<file path="config.mk">
export PLATFORM = sky130hd
export DESIGN_NAME = mac_preload_unit
export DESIGN_NICKNAME = d
export VERILOG_FILES = /design/src/rtl/mac_pkg.sv /design/src/rtl/mac_operand_stage.sv /design/src/rtl/mac_product.sv /design/src/rtl/mac_accum.sv /design/src/rtl/mac_preload_unit.sv
export SDC_FILE = /design/constraint.sdc
export NUM_CORES = 1
export LEC_CHECK = 0
export BUFFER_PORTS_ARGS = -buffer_cell sky130_fd_sc_hd__buf_2
export CAP_MARGIN = 20
export CELL_PAD_IN_SITES_DETAIL_PLACEMENT = 2
export CELL_PAD_IN_SITES_GLOBAL_PLACEMENT = 2
export CORE_AREA = 2 2 212 214
export DETAILED_ROUTE_END_ITERATION = 8
export DIE_AREA = 0 0 214 216
export GPL_TIMING_DRIVEN = 0
export PLACE_DENSITY = 0.89
export SYNTH_ARGS = -nofsm -noshare
export SYNTH_HDL_FRONTEND = slang
export SYNTH_SLANG_ARGS = --single-unit
</file>
<file path="constraint.sdc">
create_clock -name clk -period 10 [get_ports clk]
set_input_delay 2 -clock clk [delete_from_list [all_inputs] [get_ports clk]]
set_output_delay 2 -clock clk [all_outputs]
set_load 0.01 [all_outputs]
</file>
<file path="src/rtl/mac_pkg.sv">
// Package: shared widths, accumulate mode encoding and the captured
// control word of the multiply-accumulate unit.
package mac_pkg;

    typedef enum logic [1:0] {
        MODE_LOAD = 2'd0,
        MODE_ADD  = 2'd1,
        MODE_SUB  = 2'd2,
        MODE_HOLD = 2'd3
    } acc_mode_t;

    typedef struct packed {
        logic      rnd;
        logic      tc;
        acc_mode_t mode;
    } mac_ctrl_t;

    // Map the {acc,sub} input pair to an accumulate mode.
    function automatic acc_mode_t decode_mode(input logic acc, input logic sub);
        case ({acc, sub})
            2'b10:   return MODE_ADD;
            2'b11:   return MODE_SUB;
            2'b01:   return MODE_HOLD;
            default: return MODE_LOAD;
        endcase
    endfunction

endpackage

</file>
<file path="src/rtl/mac_operand_stage.sv">
// Operand stage: holds operands A and B and the control word captured on
// either operand strobe. Assumes a single clock and a synchronous
// active-low reset.
module mac_operand_stage
    import mac_pkg::*;
#(
    parameter int OP_W = 16
) (
    input  logic            clk,
    input  logic            rst_n,
    input  logic [OP_W-1:0] a_in,
    input  logic            load_a,
    input  logic [OP_W-1:0] b_in,
    input  logic            load_b,
    input  logic            rnd_in,
    input  logic            tc_in,
    input  logic            acc_in,
    input  logic            sub_in,
    output logic [OP_W-1:0] a_q,
    output logic [OP_W-1:0] b_q,
    output mac_ctrl_t       ctrl_q
);

    logic any_load;
    assign any_load = load_a | load_b;

    // Operand A register.
    always_ff @(posedge clk) begin
        if (!rst_n)      a_q <= '0;
        else if (load_a) a_q <= a_in;
    end

    // Operand B register, fed from the shared bus.
    always_ff @(posedge clk) begin
        if (!rst_n)      b_q <= '0;
        else if (load_b) b_q <= b_in;
    end

    // Control word, captured on either operand strobe.
    always_ff @(posedge clk) begin
        if (!rst_n) begin
            ctrl_q <= '0;
        end else if (any_load) begin
            ctrl_q.rnd  <= rnd_in;
            ctrl_q.tc   <= tc_in;
            ctrl_q.mode <= decode_mode(acc_in, sub_in);
        end
    end

    AST_A_HOLD: assert property (@(posedge clk) disable iff (!rst_n)
        !load_a |=> $stable(a_q));
    AST_B_CAPTURE: assert property (@(posedge clk) disable iff (!rst_n)
        load_b |=> b_q == $past(b_in));
    AST_CTRL_HOLD: assert property (@(posedge clk) disable iff (!rst_n)
        !any_load |=> $stable(ctrl_q));

endmodule

</file>
<file path="src/rtl/mac_product.sv">
// Product path: multiplies the held operands as signed or unsigned, extends
// the product to accumulator width and adds the optional rounding bit.
// Purely combinational; the clock and reset feed only the assertions.
module mac_product
    import mac_pkg::*;
#(
    parameter int OP_W  = 16,
    parameter int EXT_W = 3
) (
    input  logic                     clk,
    input  logic                     rst_n,
    input  logic [OP_W-1:0]          a_q,
    input  logic [OP_W-1:0]          b_q,
    input  mac_ctrl_t                ctrl,
    output logic [2*OP_W+EXT_W-1:0]  prod_ext
);

    localparam int ACC_W  = 2 * OP_W + EXT_W;
    localparam int FULL_W = 2 * OP_W + 2;

    logic signed [OP_W:0]     a_x, b_x;
    logic signed [FULL_W-1:0] full;
    logic [ACC_W-1:0]         rnd_word;

    // Extend each operand by one bit: a sign copy when signed, zero otherwise.
    assign a_x = {ctrl.tc & a_q[OP_W-1], a_q};
    assign b_x = {ctrl.tc & b_q[OP_W-1], b_q};

    // Full-width signed multiply; exact for both number formats.
    assign full = a_x * b_x;

    // Rounding adds one at the top bit of the lower product half.
    assign rnd_word = ACC_W'(ctrl.rnd) << (OP_W - 1);

    // Extend to accumulator width and apply the rounding increment.
    always_comb begin
        prod_ext = ACC_W'(full) + rnd_word;
        if (FULL_W < ACC_W)
            prod_ext = {{(ACC_W-FULL_W){full[FULL_W-1]}}, full} + rnd_word;
    end

    AST_UNSIGNED_NO_SIGN: assert property (@(posedge clk) disable iff (!rst_n)
        !ctrl.tc |-> prod_ext[ACC_W-1:2*OP_W] == '0);
    AST_ZERO_OPERAND: assert property (@(posedge clk) disable iff (!rst_n)
        (a_q == '0) |-> prod_ext == rnd_word);

endmodule

</file>
<file path="src/rtl/mac_accum.sv">
// Accumulator: a 35-bit result register built from extension, upper and
// lower sections. Each update either applies the captured accumulate mode
// or, in preload, writes the selected sections from the bus.
module mac_accum
    import mac_pkg::*;
#(
    parameter int OP_W  = 16,
    parameter int EXT_W = 3
) (
    input  logic                     clk,
    input  logic                     rst_n,
    input  logic [2*OP_W+EXT_W-1:0]  prod_ext,
    input  acc_mode_t                mode,
    input  logic                     load_r,
    input  logic                     prel,
    input  logic [2:0]               sel,
    input  logic [OP_W-1:0]          bus_in,
    output logic [2*OP_W+EXT_W-1:0]  acc_q
);

    localparam int ACC_W = 2 * OP_W + EXT_W;
    localparam int N_SEC = 3;

    logic [ACC_W-1:0] arith_next;

    // Next arithmetic value for the captured accumulate mode.
    always_comb begin
        case (mode)
            MODE_ADD:  arith_next = acc_q + prod_ext;
            MODE_SUB:  arith_next = prod_ext - acc_q;
            MODE_HOLD: arith_next = acc_q;
            default:   arith_next = prod_ext;
        endcase
    end

    // One register per section: lower (0), upper (1), extension (2).
    for (genvar g = 0; g < N_SEC; g++) begin : g_sec
        localparam int W   = (g == N_SEC - 1) ? EXT_W : OP_W;
        localparam int LSB = g * OP_W;
        logic [W-1:0] sec_q;

        // Section update from reset, preload or the arithmetic path.
        always_ff @(posedge clk) begin
            if (!rst_n) begin
                sec_q <= '0;
            end else if (load_r) begin
                if (prel) begin
                    if (sel[g]) sec_q <= bus_in[W-1:0];
                end else begin
                    sec_q <= arith_next[LSB +: W];
                end
            end
        end

        assign acc_q[LSB +: W] = sec_q;
    end

    AST_IDLE_STABLE: assert property (@(posedge clk) disable iff (!rst_n)
        !load_r |=> $stable(acc_q));
    AST_HOLD_MODE: assert property (@(posedge clk) disable iff (!rst_n)
        (load_r && !prel && mode == MODE_HOLD) |=> $stable(acc_q));
    AST_LOAD_MODE: assert property (@(posedge clk) disable iff (!rst_n)
        (load_r && !prel && mode == MODE_LOAD) |=> acc_q == $past(prod_ext));
    AST_PRELOAD_EXT: assert property (@(posedge clk) disable iff (!rst_n)
        (load_r && prel && sel[2]) |=> acc_q[ACC_W-1:2*OP_W] == $past(bus_in[EXT_W-1:0]));
    AST_PRELOAD_KEEP_MID: assert property (@(posedge clk) disable iff (!rst_n)
        (load_r && prel && !sel[1]) |=> $stable(acc_q[2*OP_W-1:OP_W]));
    AST_RESET_CLEAR: assert property (@(posedge clk)
        !rst_n |=> acc_q == '0);

endmodule

</file>
<file path="src/rtl/mac_preload_unit.sv">
// Top: sectioned multiply-accumulate unit. Wires the operand stage, the
// product path and the accumulator, and derives a drive enable for each
// section. The shared bus is split into a receive side (bus_in) and a
// transmit side (the section outputs); the pads combine them outside.
module mac_preload_unit
    import mac_pkg::*;
#(
    parameter int OP_W  = 16,
    parameter int EXT_W = 3
) (
    input  logic             clk,
    input  logic             rst_n,
    input  logic [OP_W-1:0]  a_in,
    input  logic             load_a,
    input  logic             load_b,
    input  logic [OP_W-1:0]  bus_in,
    input  logic             load_r,
    input  logic             rnd_in,
    input  logic             tc_in,
    input  logic             acc_in,
    input  logic             sub_in,
    input  logic             prel,
    input  logic             sel_x,
    input  logic             sel_m,
    input  logic             sel_l,
    output logic [EXT_W-1:0] x_dout,
    output logic             x_drive,
    output logic [OP_W-1:0]  m_dout,
    output logic             m_drive,
    output logic [OP_W-1:0]  l_dout,
    output logic             l_drive
);

    localparam int ACC_W = 2 * OP_W + EXT_W;

    logic [OP_W-1:0]  a_q, b_q;
    mac_ctrl_t        ctrl_q;
    logic [ACC_W-1:0] prod_ext;
    logic [ACC_W-1:0] acc_q;
    logic [2:0]       sel;

    assign sel = {sel_x, sel_m, sel_l};

    mac_operand_stage #(.OP_W(OP_W)) i_operands (
        .clk    (clk),
        .rst_n  (rst_n),
        .a_in   (a_in),
        .load_a (load_a),
        .b_in   (bus_in),
        .load_b (load_b),
        .rnd_in (rnd_in),
        .tc_in  (tc_in),
        .acc_in (acc_in),
        .sub_in (sub_in),
        .a_q    (a_q),
        .b_q    (b_q),
        .ctrl_q (ctrl_q)
    );

    mac_product #(.OP_W(OP_W), .EXT_W(EXT_W)) i_product (
        .clk      (clk),
        .rst_n    (rst_n),
        .a_q      (a_q),
        .b_q      (b_q),
        .ctrl     (ctrl_q),
        .prod_ext (prod_ext)
    );

    mac_accum #(.OP_W(OP_W), .EXT_W(EXT_W)) i_accum (
        .clk      (clk),
        .rst_n    (rst_n),
        .prod_ext (prod_ext),
        .mode     (ctrl_q.mode),
        .load_r   (load_r),
        .prel     (prel),
        .sel      (sel),
        .bus_in   (bus_in),
        .acc_q    (acc_q)
    );

    // Section contents are always presented; drive follows select unless preloading.
    assign x_dout  = acc_q[ACC_W-1:2*OP_W];
    assign m_dout  = acc_q[2*OP_W-1:OP_W];
    assign l_dout  = acc_q[OP_W-1:0];
    assign x_drive = sel_x & ~prel;
    assign m_drive = sel_m & ~prel;
    assign l_drive = sel_l & ~prel;

    AST_NO_DRIVE_IN_PRELOAD: assert property (@(posedge clk) disable iff (!rst_n)
        prel |-> !(x_drive || m_drive || l_drive));
    AST_SELECT_NO_EFFECT: assert property (@(posedge clk) disable iff (!rst_n)
        (load_r && !prel && ctrl_q.mode == MODE_LOAD) |=>
        {x_dout, m_dout, l_dout} == $past(prod_ext));

endmodule

</file>
==> results.yml <==
status:
  status: "complete, no violations"
routing:
  postRouteAntennaNets: 0
  vias_per_cell: 5.743
  vias: 15270
  drt_iter0_markers: 1153
  drc: 0
  dr.pass1.iters: 5
  wl_per_cell_um: 27.83
  wirelength_um: 73960
synthesis:
  ys_types: 75
  synthFlopType: "dfxtp_1"
  synth_seq_cells: 71
  avgSynthCellArea_um2: 8.643
  ys_seq_area_share_pct: 8.347
  synth_nets: 2443
  yosys_warnings: 0
  synth_edf_count: 0
  synth_area_mm2: 0.01703
  synthArstFlopShare_pct: 0
  synthesis.instances: 1970
worst_setup_path:
  timing.rr.start: "i_operands.a_q[12]"
  start_kind: "flop"
  path_common_cell: "fa_1"
  cp_slowest_cell: "dfxtp_1"
  worstSetupStartpoint: "i_operands.a_q[12]"
  max_stage_delay_ns: 0.74
  cp_max_fo: 10
  critPathArrivalTime_ns: 10.13
  required_ns: 10.29
  worstSetupPathType: "reg2reg"
  critPathCaptureType: "flop"
place:
  dp_hpwl_um: 61260
  io_buffers: 81
  finalWeightedCongestion: 0.8922
  placed_area_mm2: 0.01817
clocking:
  cts_hold_buf: 0
  clockBufferDepth: 2
  postCtsSetupBuffers: 0
  clkTransAtPathRegs_ns: 0.07
  cts_tree: "built"
  htreeDepth: 3
  clock-sinks: 71
  clock_latency_ns: 0.40
  numCtsBuffers: 9
  cts_root_buf: "clkbuf_16"
sta:
  fin_hold_ws_ns: 0.5001
  report.final.slew_viol_count: 0
  period_share_pct: 98.37
  finalSetupViolCount: 0
  fmax_ghz: 0.1017
  slew_headroom_pct: 30.53
  worst_pin_slew_ns: 1.033
  skew_ns: 0.01952
  hold_viol: 0
  rsz0062_at_grt: "no"
  period_minus_slack_ns: 9.837
floorplanning:
  io_pins: 83
  start_util_pct: 38.84
  dieArea_mm2: 0.04622
  die_w_um: 214
  num_rows: 77
  core_area_mm2: 0.04384
  die_y_um: 216
final_layout:
  final_net_count: 2530
  area.growth.synth_to_final_pct: 9.045
  drive_gt1_share_pct: 6.984
  final_area_mm2: 0.01857
global_routing:
  grt_pass1_vias: 18230
  grt_use_total_pct: 32.52
  grt.overflow.total: 0
  antenna_found_initial: 4
  grt_first_pass_wirelength_um: 113100
  grt_max_degree: 15
hold_path:
  hold_class: "reg2reg"
  worstHoldStart: "i_operands.ctrl_q[3]"
power:
  switchingPower_w: 0.001087
  power_frac_comb_pct: 64.4
  seq_power_share_pct: 17.6
  leakage_nw: 9.288
  pwr-share-clk_pct: 18.1
  p_per_area_mw_per_mm2: 113.2
  cellInternalPower_w: 0.001015
  irDropWorstVdd_mv: 0.09293
  switching_share_pct: 51.72
run:
  cap_violations: 0
power by group through the flow:
stage / combinational (W) / sequential [W] / clock [W]
6_report: 0.00135 / 0.000370 / 0.000379
5_1_grt: 0.00145 / 0.000371 / 0.000392
4_1_cts: 0.00132 / 0.000366 / 0.000381
3_5_place_dp: 0.00129 / 0.000368 / 0
3_3_place_gp: 0.00119 / 0.000365 / 0
2_1_floorplan: 0.000859 / 0.000345 / 0
stage by stage:
step                      cells  util [%]  setup TNS, ns  worst slack (ns)  power (W)
after CTS                  2656     42.25              0           0.05366   0.002063
after floorplan            1970         -              0             2.156   0.001204
after global placement     2643     41.46       -0.04385          -0.04385   0.001557
final                      2658     42.36              0            0.1634   0.002102
after global routing       2654     42.33              0         0.0006102   0.002211
after detailed placement   2643     41.46         -1.197           -0.4503   0.001660
metal layers:
metal / routed length [µm] / track usage [%] / vias up
met5: 8 / 0 / -
met4: 4014 / 15.97 / 2
met3: 4852 / 5.511 / 246
met2: 37620 / 58.35 / 595
met1: 27470 / 37.48 / 7997
li1: - / - / 6425
worst max-delay path: cells and delay by family (launching register included):
kind,cells,cell delay [ns]
AO/OA/AOI/OAI,14,3.17
XOR/XNOR,2,0.73
adder cells (fa/ha/maj),8,4.00
buffers and inverters,4,0.74
flip-flops,1,0.74
AND/OR/NAND/NOR,2,0.33
flip-flops by register name (all words and copies together) (netlist names):
name / count
i_operands.a_q: 16
i_accum.g_sec.sec_q: 35
i_operands.b_q: 16
i_operands.ctrl_q: 4
synthesized netlist by cell type, drive strengths merged, types with 7 or more instances:
cell | n | area, µm²
nor3 | 18 | 90.09
nor2b | 48 | 300.3
or3 | 9 | 61.31
a211o | 7 | 62.56
dfxtp | 71 | 1421
and2 | 145 | 908.4
nor2 | 77 | 289.0
ha | 125 | 1564
o221ai | 7 | 61.31
nand3 | 22 | 110.1
and3 | 20 | 125.1
a31oi | 8 | 50.05
a21o | 31 | 232.7
fa | 303 | 6066
a211oi | 12 | 95.09
nand2b | 24 | 150.1
o211ai | 24 | 195.2
mux2i | 38 | 380.4
a21oi | 89 | 449.2
o21a | 9 | 67.56
clkbuf | 74 | 277.8
xor2 | 16 | 140.1
nand2 | 204 | 765.7
o21bai | 11 | 82.58
xnor2 | 72 | 630.6
a21boi | 12 | 90.09
o21ai | 57 | 289.0
a2111oi | 8 | 88.84
nor4 | 8 | 86.33
inv | 353 | 1325
placed cells by master, fill, tap and decap left out, types with 21 or more instances in the layout:
master	n
a21o_1	31
a21oi_1	88
and2_1	144
buf_2	82
clkbuf_1	52
dfxtp_1	69
fa_1	303
ha_1	125
inv_1	353
mux2i_1	38
nand2_1	204
nand2b_1	24
nand3_1	22
nor2_1	77
nor2b_1	48
o211ai_1	21
o21ai_0	51
xnor2_1	70
area by class of cell:
cell class                 count  area, µm²
fill                        4899      25270
multi-input combinational   1466      14030
sequential                    71       1424
inverter                     354       1329
tap                          592      740.7
timing repair buffer          81      405.4
buffer                        74      300.3
clock buffer                   9      225.2
clock inverter                 7      101.3
antenna                        4      10.01
kinds of logic (layout without fill, tap and decap cells):
group                    Yosys count  after routing  share of synthesized area (%)
AO/OA/AOI/OAI                    312            312                          12.35
XOR/XNOR                          89             89                          4.659
adder cells (fa/ha/maj)          428            428                          44.81
buffers and inverters            433            525                          9.552
flip-flops                        71             71                          8.347
multiplexers                      39             39                          2.300
other                              0              4                              0
AND/OR/NAND/NOR                  598            598                          17.98
worst paths after layout:
kind	to	cells past startpoint	slack, ns
worst max-delay path	i_accum.g_sec[2].sec_q[2]	30	0.16
worst min-delay path	i_operands.ctrl_q[3]	2	0.50
worst max register to register	i_accum.g_sec[2].sec_q[2]	30	0.16
worst min register to register	i_operands.ctrl_q[3]	2	0.50
what timing repair did:
action,4_1_cts,5_1_grt
pin swaps,0,0
hold endpoints to repair,0,0
gates resized for setup,10,26
endpoints found under the setup margin,9,9
Note: power is estimated with default switching activity, not from simulation.
